File: src/rtl/pp_pkg.sv
package pp_pkg;

  localparam int NUM_PORTS = 3;
  localparam int OFF_W     = 3;

  typedef enum logic [1:0] {
    RD_NONE,
    RD_ONES,
    RD_PORT
  } rdKind_t;

  typedef struct packed {
    logic [NUM_PORTS-1:0] wrLatch;
    logic [NUM_PORTS-1:0] wrDir;
    rdKind_t              rdKind;
    logic [1:0]           rdPort;
  } ppStrobes_t;

  // Last port is the narrow one; the others are full width.
  function automatic int portWidth(int p, int wideW, int narrowW);
    return (p == NUM_PORTS - 1) ? narrowW : wideW;
  endfunction

  function automatic int portBase(int p, int wideW);
    return p * wideW;
  endfunction

endpackage

File: src/rtl/pp_port.sv
module pp_port #(
  parameter int W      = 8,
  parameter int DATA_W = 8
) (
  input  logic              clk,
  input  logic              rstN,
  input  logic              wrLatch,
  input  logic              wrDir,
  input  logic [W-1:0]      wrBus,
  input  logic [W-1:0]      pinIn,
  output logic [W-1:0]      latchQ,
  output logic [W-1:0]      dirQ,
  output logic [DATA_W-1:0] readVal
);

  logic [W-1:0] merged;

  always_ff @(posedge clk or negedge rstN) begin
    if (!rstN) begin
      latchQ <= '0;
      dirQ   <= '0;
    end else begin
      if (wrLatch) latchQ <= wrBus;
      if (wrDir)   dirQ   <= wrBus;
    end
  end

  assign merged = (latchQ & dirQ) | (pinIn & ~dirQ);

  generate
    if (W < DATA_W) begin : g_pad
      assign readVal = {{(DATA_W - W){1'b1}}, merged};
    end else begin : g_full
      assign readVal = merged;
    end
  endgenerate

  assert_latch_load_R2: assert property (@(posedge clk) disable iff (!rstN)
    wrLatch |=> (latchQ == $past(wrBus)));

  assert_dir_load_R3: assert property (@(posedge clk) disable iff (!rstN)
    wrDir |=> (dirQ == $past(wrBus)));

  assert_hold_idle_R4: assert property (@(posedge clk) disable iff (!rstN)
    (!wrLatch && !wrDir) |=> ($stable(latchQ) && $stable(dirQ)));

endmodule

File: src/rtl/pp_ctrl.sv
module pp_ctrl
  import pp_pkg::*;
#(
  parameter int                ADDR_W      = 11,
  parameter logic [ADDR_W-1:0] WINDOW_BASE = '0
) (
  input  logic              clk,
  input  logic              rstN,
  input  logic              cen,
  input  logic [ADDR_W-1:0] addr,
  input  logic              wrEn,
  input  logic              rdEn,
  output ppStrobes_t        stb
);

  localparam logic [ADDR_W-OFF_W-1:0] BASE_HI = WINDOW_BASE[ADDR_W-1:OFF_W];

  logic       hit;
  logic       isDir;
  logic [1:0] slot;
  logic       slotLive;

  assign hit      = (addr[ADDR_W-1:OFF_W] == BASE_HI);
  assign isDir    = addr[OFF_W-1];
  assign slot     = addr[1:0];
  assign slotLive = (int'(slot) < NUM_PORTS);

  always_comb begin
    stb        = '0;
    stb.rdKind = RD_NONE;
    if (hit && cen && wrEn && slotLive) begin
      if (isDir) stb.wrDir[slot]   = 1'b1;
      else       stb.wrLatch[slot] = 1'b1;
    end
    if (hit && rdEn) begin
      if (isDir || !slotLive) begin
        stb.rdKind = RD_ONES;
      end else begin
        stb.rdKind = RD_PORT;
        stb.rdPort = slot;
      end
    end
  end

  assert_one_strobe_R2: assert property (@(posedge clk) disable iff (!rstN)
    $onehot0({stb.wrLatch, stb.wrDir}));

  assert_cen_gate_R4: assert property (@(posedge clk) disable iff (!rstN)
    !cen |-> ($countones({stb.wrLatch, stb.wrDir}) == 0));

endmodule

File: src/rtl/pp_datapath.sv
module pp_datapath
  import pp_pkg::*;
#(
  parameter int DATA_W   = 8,
  parameter int WIDE_W   = 8,
  parameter int NARROW_W = 4,
  localparam int TOTAL_W = (NUM_PORTS - 1) * WIDE_W + NARROW_W
) (
  input  logic               clk,
  input  logic               rstN,
  input  ppStrobes_t         stb,
  input  logic [DATA_W-1:0]  wrData,
  input  logic [TOTAL_W-1:0] pinsIn,
  output logic [TOTAL_W-1:0] pinsOut,
  output logic [TOTAL_W-1:0] pinsOe,
  output logic [DATA_W-1:0]  rdData,
  output logic               rdValid
);

  logic [DATA_W-1:0] portRead [NUM_PORTS];

  generate
    for (genvar p = 0; p < NUM_PORTS; p++) begin : g_port
      localparam int PW = portWidth(p, WIDE_W, NARROW_W);
      localparam int PB = portBase(p, WIDE_W);
      pp_port #(.W(PW), .DATA_W(DATA_W)) u_port (
        .clk     (clk),
        .rstN    (rstN),
        .wrLatch (stb.wrLatch[p]),
        .wrDir   (stb.wrDir[p]),
        .wrBus   (wrData[PW-1:0]),
        .pinIn   (pinsIn[PB +: PW]),
        .latchQ  (pinsOut[PB +: PW]),
        .dirQ    (pinsOe[PB +: PW]),
        .readVal (portRead[p])
      );
    end
  endgenerate

  always_comb begin
    rdData = '0;
    unique case (stb.rdKind)
      RD_ONES: rdData = '1;
      RD_PORT: rdData = (int'(stb.rdPort) < NUM_PORTS) ? portRead[stb.rdPort] : '1;
      default: rdData = '0;
    endcase
  end

  assign rdValid = (stb.rdKind != RD_NONE);

  assert_read_kind_R11: assert property (@(posedge clk) disable iff (!rstN)
    (stb.rdKind == RD_NONE) |-> (rdData == '0));

endmodule

File: src/rtl/parallel_port_regs.sv
module parallel_port_regs
  import pp_pkg::*;
#(
  parameter int                ADDR_W      = 11,
  parameter int                DATA_W      = 8,
  parameter int                NARROW_W    = 4,
  parameter logic [ADDR_W-1:0] WINDOW_BASE = '0
) (
  input  logic                clk,
  input  logic                rstN,
  input  logic                cen,
  input  logic [ADDR_W-1:0]   addr,
  input  logic                wrEn,
  input  logic                rdEn,
  input  logic [DATA_W-1:0]   wrData,
  output logic [DATA_W-1:0]   rdData,
  output logic                rdValid,
  input  logic [DATA_W-1:0]   paIn,
  output logic [DATA_W-1:0]   paOut,
  output logic [DATA_W-1:0]   paOe,
  input  logic [DATA_W-1:0]   pbIn,
  output logic [DATA_W-1:0]   pbOut,
  output logic [DATA_W-1:0]   pbOe,
  input  logic [NARROW_W-1:0] pcIn,
  output logic [NARROW_W-1:0] pcOut,
  output logic [NARROW_W-1:0] pcOe
);

  localparam int WIDE_W  = DATA_W;
  localparam int TOTAL_W = (NUM_PORTS - 1) * WIDE_W + NARROW_W;

  ppStrobes_t         stb;
  logic [TOTAL_W-1:0] pinsIn;
  logic [TOTAL_W-1:0] pinsOut;
  logic [TOTAL_W-1:0] pinsOe;

  assign pinsIn = {pcIn, pbIn, paIn};
  assign {pcOut, pbOut, paOut} = pinsOut;
  assign {pcOe,  pbOe,  paOe}  = pinsOe;

  pp_ctrl #(.ADDR_W(ADDR_W), .WINDOW_BASE(WINDOW_BASE)) u_ctrl (
    .clk  (clk),
    .rstN (rstN),
    .cen  (cen),
    .addr (addr),
    .wrEn (wrEn),
    .rdEn (rdEn),
    .stb  (stb)
  );

  pp_datapath #(.DATA_W(DATA_W), .WIDE_W(WIDE_W), .NARROW_W(NARROW_W)) u_dp (
    .clk     (clk),
    .rstN    (rstN),
    .stb     (stb),
    .wrData  (wrData),
    .pinsIn  (pinsIn),
    .pinsOut (pinsOut),
    .pinsOe  (pinsOe),
    .rdData  (rdData),
    .rdValid (rdValid)
  );

  // Independent window decode used only by the checks below.
  logic inWin;
  assign inWin = (addr[ADDR_W-1:OFF_W] == WINDOW_BASE[ADDR_W-1:OFF_W]);

  assert_outside_quiet_R10: assert property (@(posedge clk) disable iff (!rstN)
    !inWin |-> (!rdValid && rdData == '0));

  assert_outside_no_write_R10: assert property (@(posedge clk) disable iff (!rstN)
    !inWin |=> ($stable(pinsOut) && $stable(pinsOe)));

  assert_cen_hold_R4: assert property (@(posedge clk) disable iff (!rstN)
    !cen |=> ($stable(pinsOut) && $stable(pinsOe)));

  assert_dir_reads_ones_R7: assert property (@(posedge clk) disable iff (!rstN)
    (rdEn && inWin && addr[2] && addr[1:0] != 2'b11) |-> (rdData == '1));

  assert_reserved_ones_R8: assert property (@(posedge clk) disable iff (!rstN)
    (rdEn && inWin && addr[1:0] == 2'b11) |-> (rdData == '1));

  assert_narrow_upper_R6: assert property (@(posedge clk) disable iff (!rstN)
    (rdEn && inWin && addr[2:0] == 3'd2) |-> (&rdData[DATA_W-1:NARROW_W]));

  assert_valid_hit_R11: assert property (@(posedge clk) disable iff (!rstN)
    (rdEn && inWin) |-> rdValid);

endmodule

File: config.mk
export PLATFORM = sky130hd
export DESIGN_NAME = parallel_port_regs
export DESIGN_NICKNAME = d
export VERILOG_FILES = /design/src/rtl/pp_pkg.sv /design/src/rtl/pp_port.sv /design/src/rtl/pp_ctrl.sv /design/src/rtl/pp_datapath.sv /design/src/rtl/parallel_port_regs.sv
export SDC_FILE = /design/constraint.sdc
export NUM_CORES = 1
export LEC_CHECK = 0
export BUFFER_PORTS_ARGS = -buffer_cell sky130_fd_sc_hd__buf_2
export CAP_MARGIN = 0
export CORE_MARGIN = 5
export CORE_UTILIZATION = 43
export CTS_CLUSTER_SIZE = 20
export DETAILED_ROUTE_END_ITERATION = 10
export HOLD_SLACK_MARGIN = 0.08
export PLACE_DENSITY = 0.84
export SYNTH_ARGS = -nofsm -noshare
export SYNTH_HDL_FRONTEND = slang
export SYNTH_SLANG_ARGS = --single-unit
File: constraint.sdc
create_clock -name clk -period 1.1 [get_ports clk]
set_clock_uncertainty 0.15 [all_clocks]
set_input_delay 0.055 -clock clk [delete_from_list [all_inputs] [get_ports clk]]
set_output_delay 0.055 -clock clk [all_outputs]
set_load 0.005 [all_outputs]
==> metrics, run 1 <==
global-route wire length before repair 12.9 mm; Final Hold Viols 0; drt first-iter violations 125; Die Y 80.7 um; final net count between 300 and 400; DRT antenna net count 0; design area about 4000 um2; Top Ports 93; reg2reg start u_dp.g_port[1].u_port.dirQ[1]; cell count after synthesis 140; CP startpoint u_dp.g_port[0].u_port.dirQ[3]; CTS Buf Count 5; Setup TNS -29280 ps; Root Buffer clkbuf_8; dominant cell type by area after synthesis dfrtp_1; number of library cell types mapped by synthesis 22; setup ws final -709 ps; crit path launch type register; synth top area cells dfrtp_1 (47%), mux2_4 (22%), mux2i_1 (9.3%), mux2_1 (8.4%), nor4_4 (4.0%); area grow syn2layout 88.1%; failing checks negative setup slack; r2r worst-path depth 6; initial antenna violation count 0; RSZ-0062 raised after global routing true; fin. max-slew vios 0; Syn. warnings 0; VDD IR-drop max about 740 uV; remaining global-route overflow 0; clk_lat worst skew 290 ps; Final period util 164%; post-layout min period ~1800 ps; layout cells sized above 1 75.6%; synthesized net count 184; post-synth top area share 46.5%; Max Cap Viol 0; WP data arrival roughly 1600 ps; DP Area 3190 um2; WL/cell around 25 um; Core Region between 4000 and 5000 um2; CP Max Fanout 2; critical setup path kind register to output port; Fmax 553 MHz; number of remaining DRC errors 0; CTS Buffer Depth 2; CTS tree yes; type of the worst min-delay path input pin to asynchronous set/reset pin; row count 25; via count about 2100; critical path capture point type output port; DIE AREA 6520 um2; slew margin rel. 32.8%; GP Congestion 0.791; Syn Area/Cell between 15 and 20 um2; vias in the first global route 2334; Leakage 2.05 nW; final WL a little under 10 mm; sequential share of the synthesized area between 40% and 50%; most common cell after layout, fill and taps aside buf_6; Power Density 781 nW/um2; gr usage total 26.7%; Die Span X between 80 and 90 um; Worst EP required 890 ps; most frequent cells in the layout buf_6 (93), buf_2 (53), mux2_4 (48); CTS sink count 40; Port Buf Inserts 92; H-tree depth 2; Clk pin slew, worst setup/hold paths 90 ps; synthesized area 2150 um2; Worst-Margin Slew around 1000 ps; post-synthesis register bit count 40; Antenna Cells 0; DPL Wire Length 4.86 mm; Initial Util 45.0%; largest net degree at the start of global routing between 40 and 50; iteration count of the initial detailed-routing pass 4; Setup Viol. Count Final 83; Vias/cell 5.52; outcome finished, violations left
## cell usage after synthesis, drive strengths merged
master / count
mux2: 48
dfrtp: 40
mux2i: 20
nor4: 8
a21oi: 4
a221oi: 4
buf: 3
or3b: 3
nand3b: 2
or4: 2
inv: 1
nand2: 1
nand3: 1
nor2: 1
nor3b: 1
or3: 1
## worst max-delay path, cell delays in order (launching register included)
cell and delay, ps:
dfrtp_1 420, mux2i_1 150, mux2_4 300, a221oi_2 250
buf_2 180
## metal layers
layer  GRT usage [%]  share of wire (%)  vias to the layer above
li1                -                  -                      898
met2            47.3                 49                      142
met4            11.8                4.2                        0
met1            31.6                 38                     1063
met5               0                  0                        -
met3            4.99                8.1                       34
## final cells by class
class | instances | area (um2)
repair buffers | 175 | 1590
fillers | 215 | 737
flip-flops and latches | 40 | 1000
well taps | 67 | 83.8
clock buffers | 6 | 72.6
inverters | 1 | 3.75
clock inverters | 2 | 35.0
multi-input cells | 96 | 1270
## report_power, final
part	total [W]	switching, W	leakage [nW]	internal (W)
clock	0.00123	0.000558	0.0552	0.000675
sequential	0.00148	0.00000658	0.559	0.00148
combinational	0.000448	0.000220	1.44	0.000228
total	0.00316	0.000785	2.05	0.00238
## stage by stage
step                      total power (W)  instances  setup slack [ps]  hold WS, ps  utilization (%)
after global placement            0.00184        352              -861         -112             66.6
final                             0.00316        387              -709          147             84.6
after floorplan                   0.00164        140              -853         -391                -
after global routing              0.00326        387              -741          201             84.6
after detailed placement          0.00184        352              -894         -108             66.6
after CTS                         0.00308        374              -651          110             80.2
## flip-flops by register name, summed over array words and instances, names as in the netlist
register	flops
u_dp.g_port.u_port.dirQ	20
u_dp.g_port.u_port.latchQ	20
## worst paths after layout
check	end	slack, ps
max	rdData[3]	-710
max in group asynchronous	u_dp.g_port[0].u_port.latchQ[5]	440
min in group clk	u_dp.g_port[2].u_port.dirQ[1]	300
max reg2reg	u_dp.g_port[1].u_port.dirQ[1]	-360
min	u_dp.g_port[1].u_port.latchQ[2]	150
min reg2reg	u_dp.g_port[2].u_port.latchQ[0]	420
## kinds of logic (layout without fill, tap and decap cells)
| family | Yosys count | count (layout) | synth area share, % |
|---|---|---|---|
| simple gates | 20 | 20 | 9.71 |
| buf+inv | 4 | 184 | 1.22 |
| flops | 40 | 40 | 46.5 |
| compound gates | 8 | 8 | 2.56 |
| mux | 68 | 68 | 40.0 |
## repair_timing
action / CTS / global route
setup buffers: 11 / 23
setup endpoints to repair: 83 / 83
resized for setup: 86 / 33
endpoints found under the hold margin: 80 / 0
pin swaps: 4 / 4
hold buffers: 9 / 0
Power figures use the tool's default switching activity.
==> run 2: changes to the inputs <==
--- a/config.mk
+++ b/config.mk
@@ -7,6 +7,7 @@
 export LEC_CHECK = 0
 export BUFFER_PORTS_ARGS = -buffer_cell sky130_fd_sc_hd__buf_2
 export CAP_MARGIN = 0
+export CORE_ASPECT_RATIO = 0.9
 export CORE_MARGIN = 5
 export CORE_UTILIZATION = 43
 export CTS_CLUSTER_SIZE = 20
==> metrics, run 2 (synthesized netlist as in run 1, its figures left out) <==
Antenna Cells 0 (unchanged); Final period util 162% (-2.7 points); H-tree depth 2 (unchanged); Power Density 792 nW/um2 (+1.4%); Worst-Margin Slew 610 ps (-397 ps); Root Buffer clkbuf_8; failing checks negative setup slack; gr usage total 24.4% (-2.4 points); Fmax 562 MHz (+1.7%); CTS sink count 40 (unchanged); DP Area 3190 um2 (about the same); Power Total 0.00313 W (-1.1%); hold slack 113 ps (-34.7 ps); initial antenna violation count 0 (unchanged); CTS Buffer Depth 2 (unchanged); VDD IR-drop max 529 uV (-29%); setup ws final -679 ps (+29.7 ps); Die Y 77.1 um (-4.5%); Die Span X 84.6 um (+4.7%); row count 24 (-4.0%); M1 GR Usage 30.3% (-1.2 points); Setup TNS -28090 ps (+1190 ps); Vias/cell 5.37 (-2.8%); WL/cell 21.6 um (-13%); iteration count of the initial detailed-routing pass 4 (unchanged); most common cell after layout, fill and taps aside buf_6; vias in the first global route 2253 (-3.5%); GR Util met2 42.6% (-4.6 points); type of the worst min-delay path input pin to asynchronous set/reset pin; DIE AREA 6520 um2 (about the same); global-route wire length before repair 12.2 mm (-4.8%); CTS Buf Count 5 (unchanged); M3 GR Usage 4.93% (-0.059 points); Max Cap Viol 0 (unchanged); critical setup path kind register to output port; largest net degree at the start of global routing 41 (unchanged); number of remaining DRC errors 0 (unchanged); post-layout min period 1780 ps (-29.7 ps); Port Buf Inserts 92 (unchanged); outcome finished, violations left; fin. max-slew vios 0 (unchanged); Clk pin slew, worst setup/hold paths 80 ps (about the same); CP Max Fanout 2 (unchanged); Worst EP required 890 ps (about the same); layout cells sized above 1 76.2% (+0.58 points); remaining global-route overflow 0 (unchanged); critical path capture point type output port; WP data arrival 1570 ps (-30 ps); Initial Util 44.5% (-0.45 points); CTS tree yes; via count 2018 (-5.6%); slew margin rel. 59.2% (+26 points); DPL Wire Length 5.18 mm (+6.7%); Place WS -898 ps (-3.25 ps); final WL 8.14 mm (-15%); Leakage 1.99 nW (-2.7%); most frequent cells in the layout buf_6 (79), buf_2 (56), mux2_4 (48); area grow syn2layout 83.5%; fillcell total 246 (+14%); crit path launch type register; drt first-iter violations 91 (-27%); GP Congestion 0.775 (-2.0%); Setup Viol. Count Final 82 (-1.2%); clk_lat worst skew 290 ps (about the same); gr busiest metal met2; DRT antenna net count 0 (unchanged); Final Hold Viols 0 (unchanged); design area 3950 um2 (-2.5%); final net count 354 (-2.5%); biggest regs u_dp.g_port.u_port.dirQ: 20 flops, u_dp.g_port.u_port.latchQ: 20 flops; Core Region 4830 um2 (+1.0%); Top Ports 93 (unchanged); RSZ-0062 raised after global routing true
==> run 2: worst paths after layout <==
check | end | from | slack [ps] | depth (start not counted)
max in group asynchronous | u_dp.g_port[2].u_port.latchQ[0] | rstN | 480 | 3
min in group clk | u_dp.g_port[2].u_port.latchQ[2] | addr[5] | 270 | 5
worst max-delay path | rdData[1] | u_dp.g_port[0].u_port.dirQ[1] | -680 | 4
worst min-delay path | u_dp.g_port[0].u_port.dirQ[7] | rstN | 110 | 3
worst min register to register | u_dp.g_port[2].u_port.latchQ[1] | u_dp.g_port[2].u_port.latchQ[1] | 430 | 1
worst max register to register | u_dp.g_port[0].u_port.dirQ[2] | u_dp.g_port[0].u_port.dirQ[2] | -190 | 4
==> run 2: through the flow <==
step	util [%]	std cells
3_5_place_dp	65.9	350
3_3_place_gp	65.9	350
4_1_cts	79.7	369
6_report	81.7	376
5_1_grt	81.7	376
2_1_floorplan	-	140
==> run 2: per-layer routing <==
| layer | wire length (um) | vias up |
|---|---|---|
| met4 | 161 | 0 |
| met5 | 0 | - |
| met2 | 4050 | 113 |
| met3 | 592 | 14 |
| met1 | 3330 | 1013 |
| li1 | - | 878 |
==> run 2: power breakdown <==
group | internal (W) | total (W) | switching, W
clock network | 0.000672 | 0.00122 | 0.000546
logic | 0.000221 | 0.000428 | 0.000207
registers | 0.00148 | 0.00148 | 0.00000590
total | 0.00237 | 0.00313 | 0.000759
==> run 2: area by class of cell <==
class / instances / area (um2) / share of cell area (%)
clock buffer: 5 / 68.8 / 1.74
clock inverter: 3 / 42.5 / 1.08
inverter: 1 / 3.75 / 0.0951
multi-input combinational: 96 / 1290 / 32.6
sequential: 40 / 1000 / 25.3
tap: 65 / 81.3 / 2.06
timing repair buffer: 166 / 1470 / 37.1
==> run 2: what timing repair did <==
item,in CTS,in global routing
cloned,0,0
pin swaps,7,3
setup buffers,11,13
endpoints found under the hold margin,80,0
hold buffers,9,0
gates resized for setup,91,18
setup endpoints to repair,82,84
==> run 2: worst max-delay path, stage by stage, from the launching register on <==
cell and delay (ps):
dfrtp_1 420, mux2i_1 140, mux2_4 270, a221oi_2 270, buf_2 180
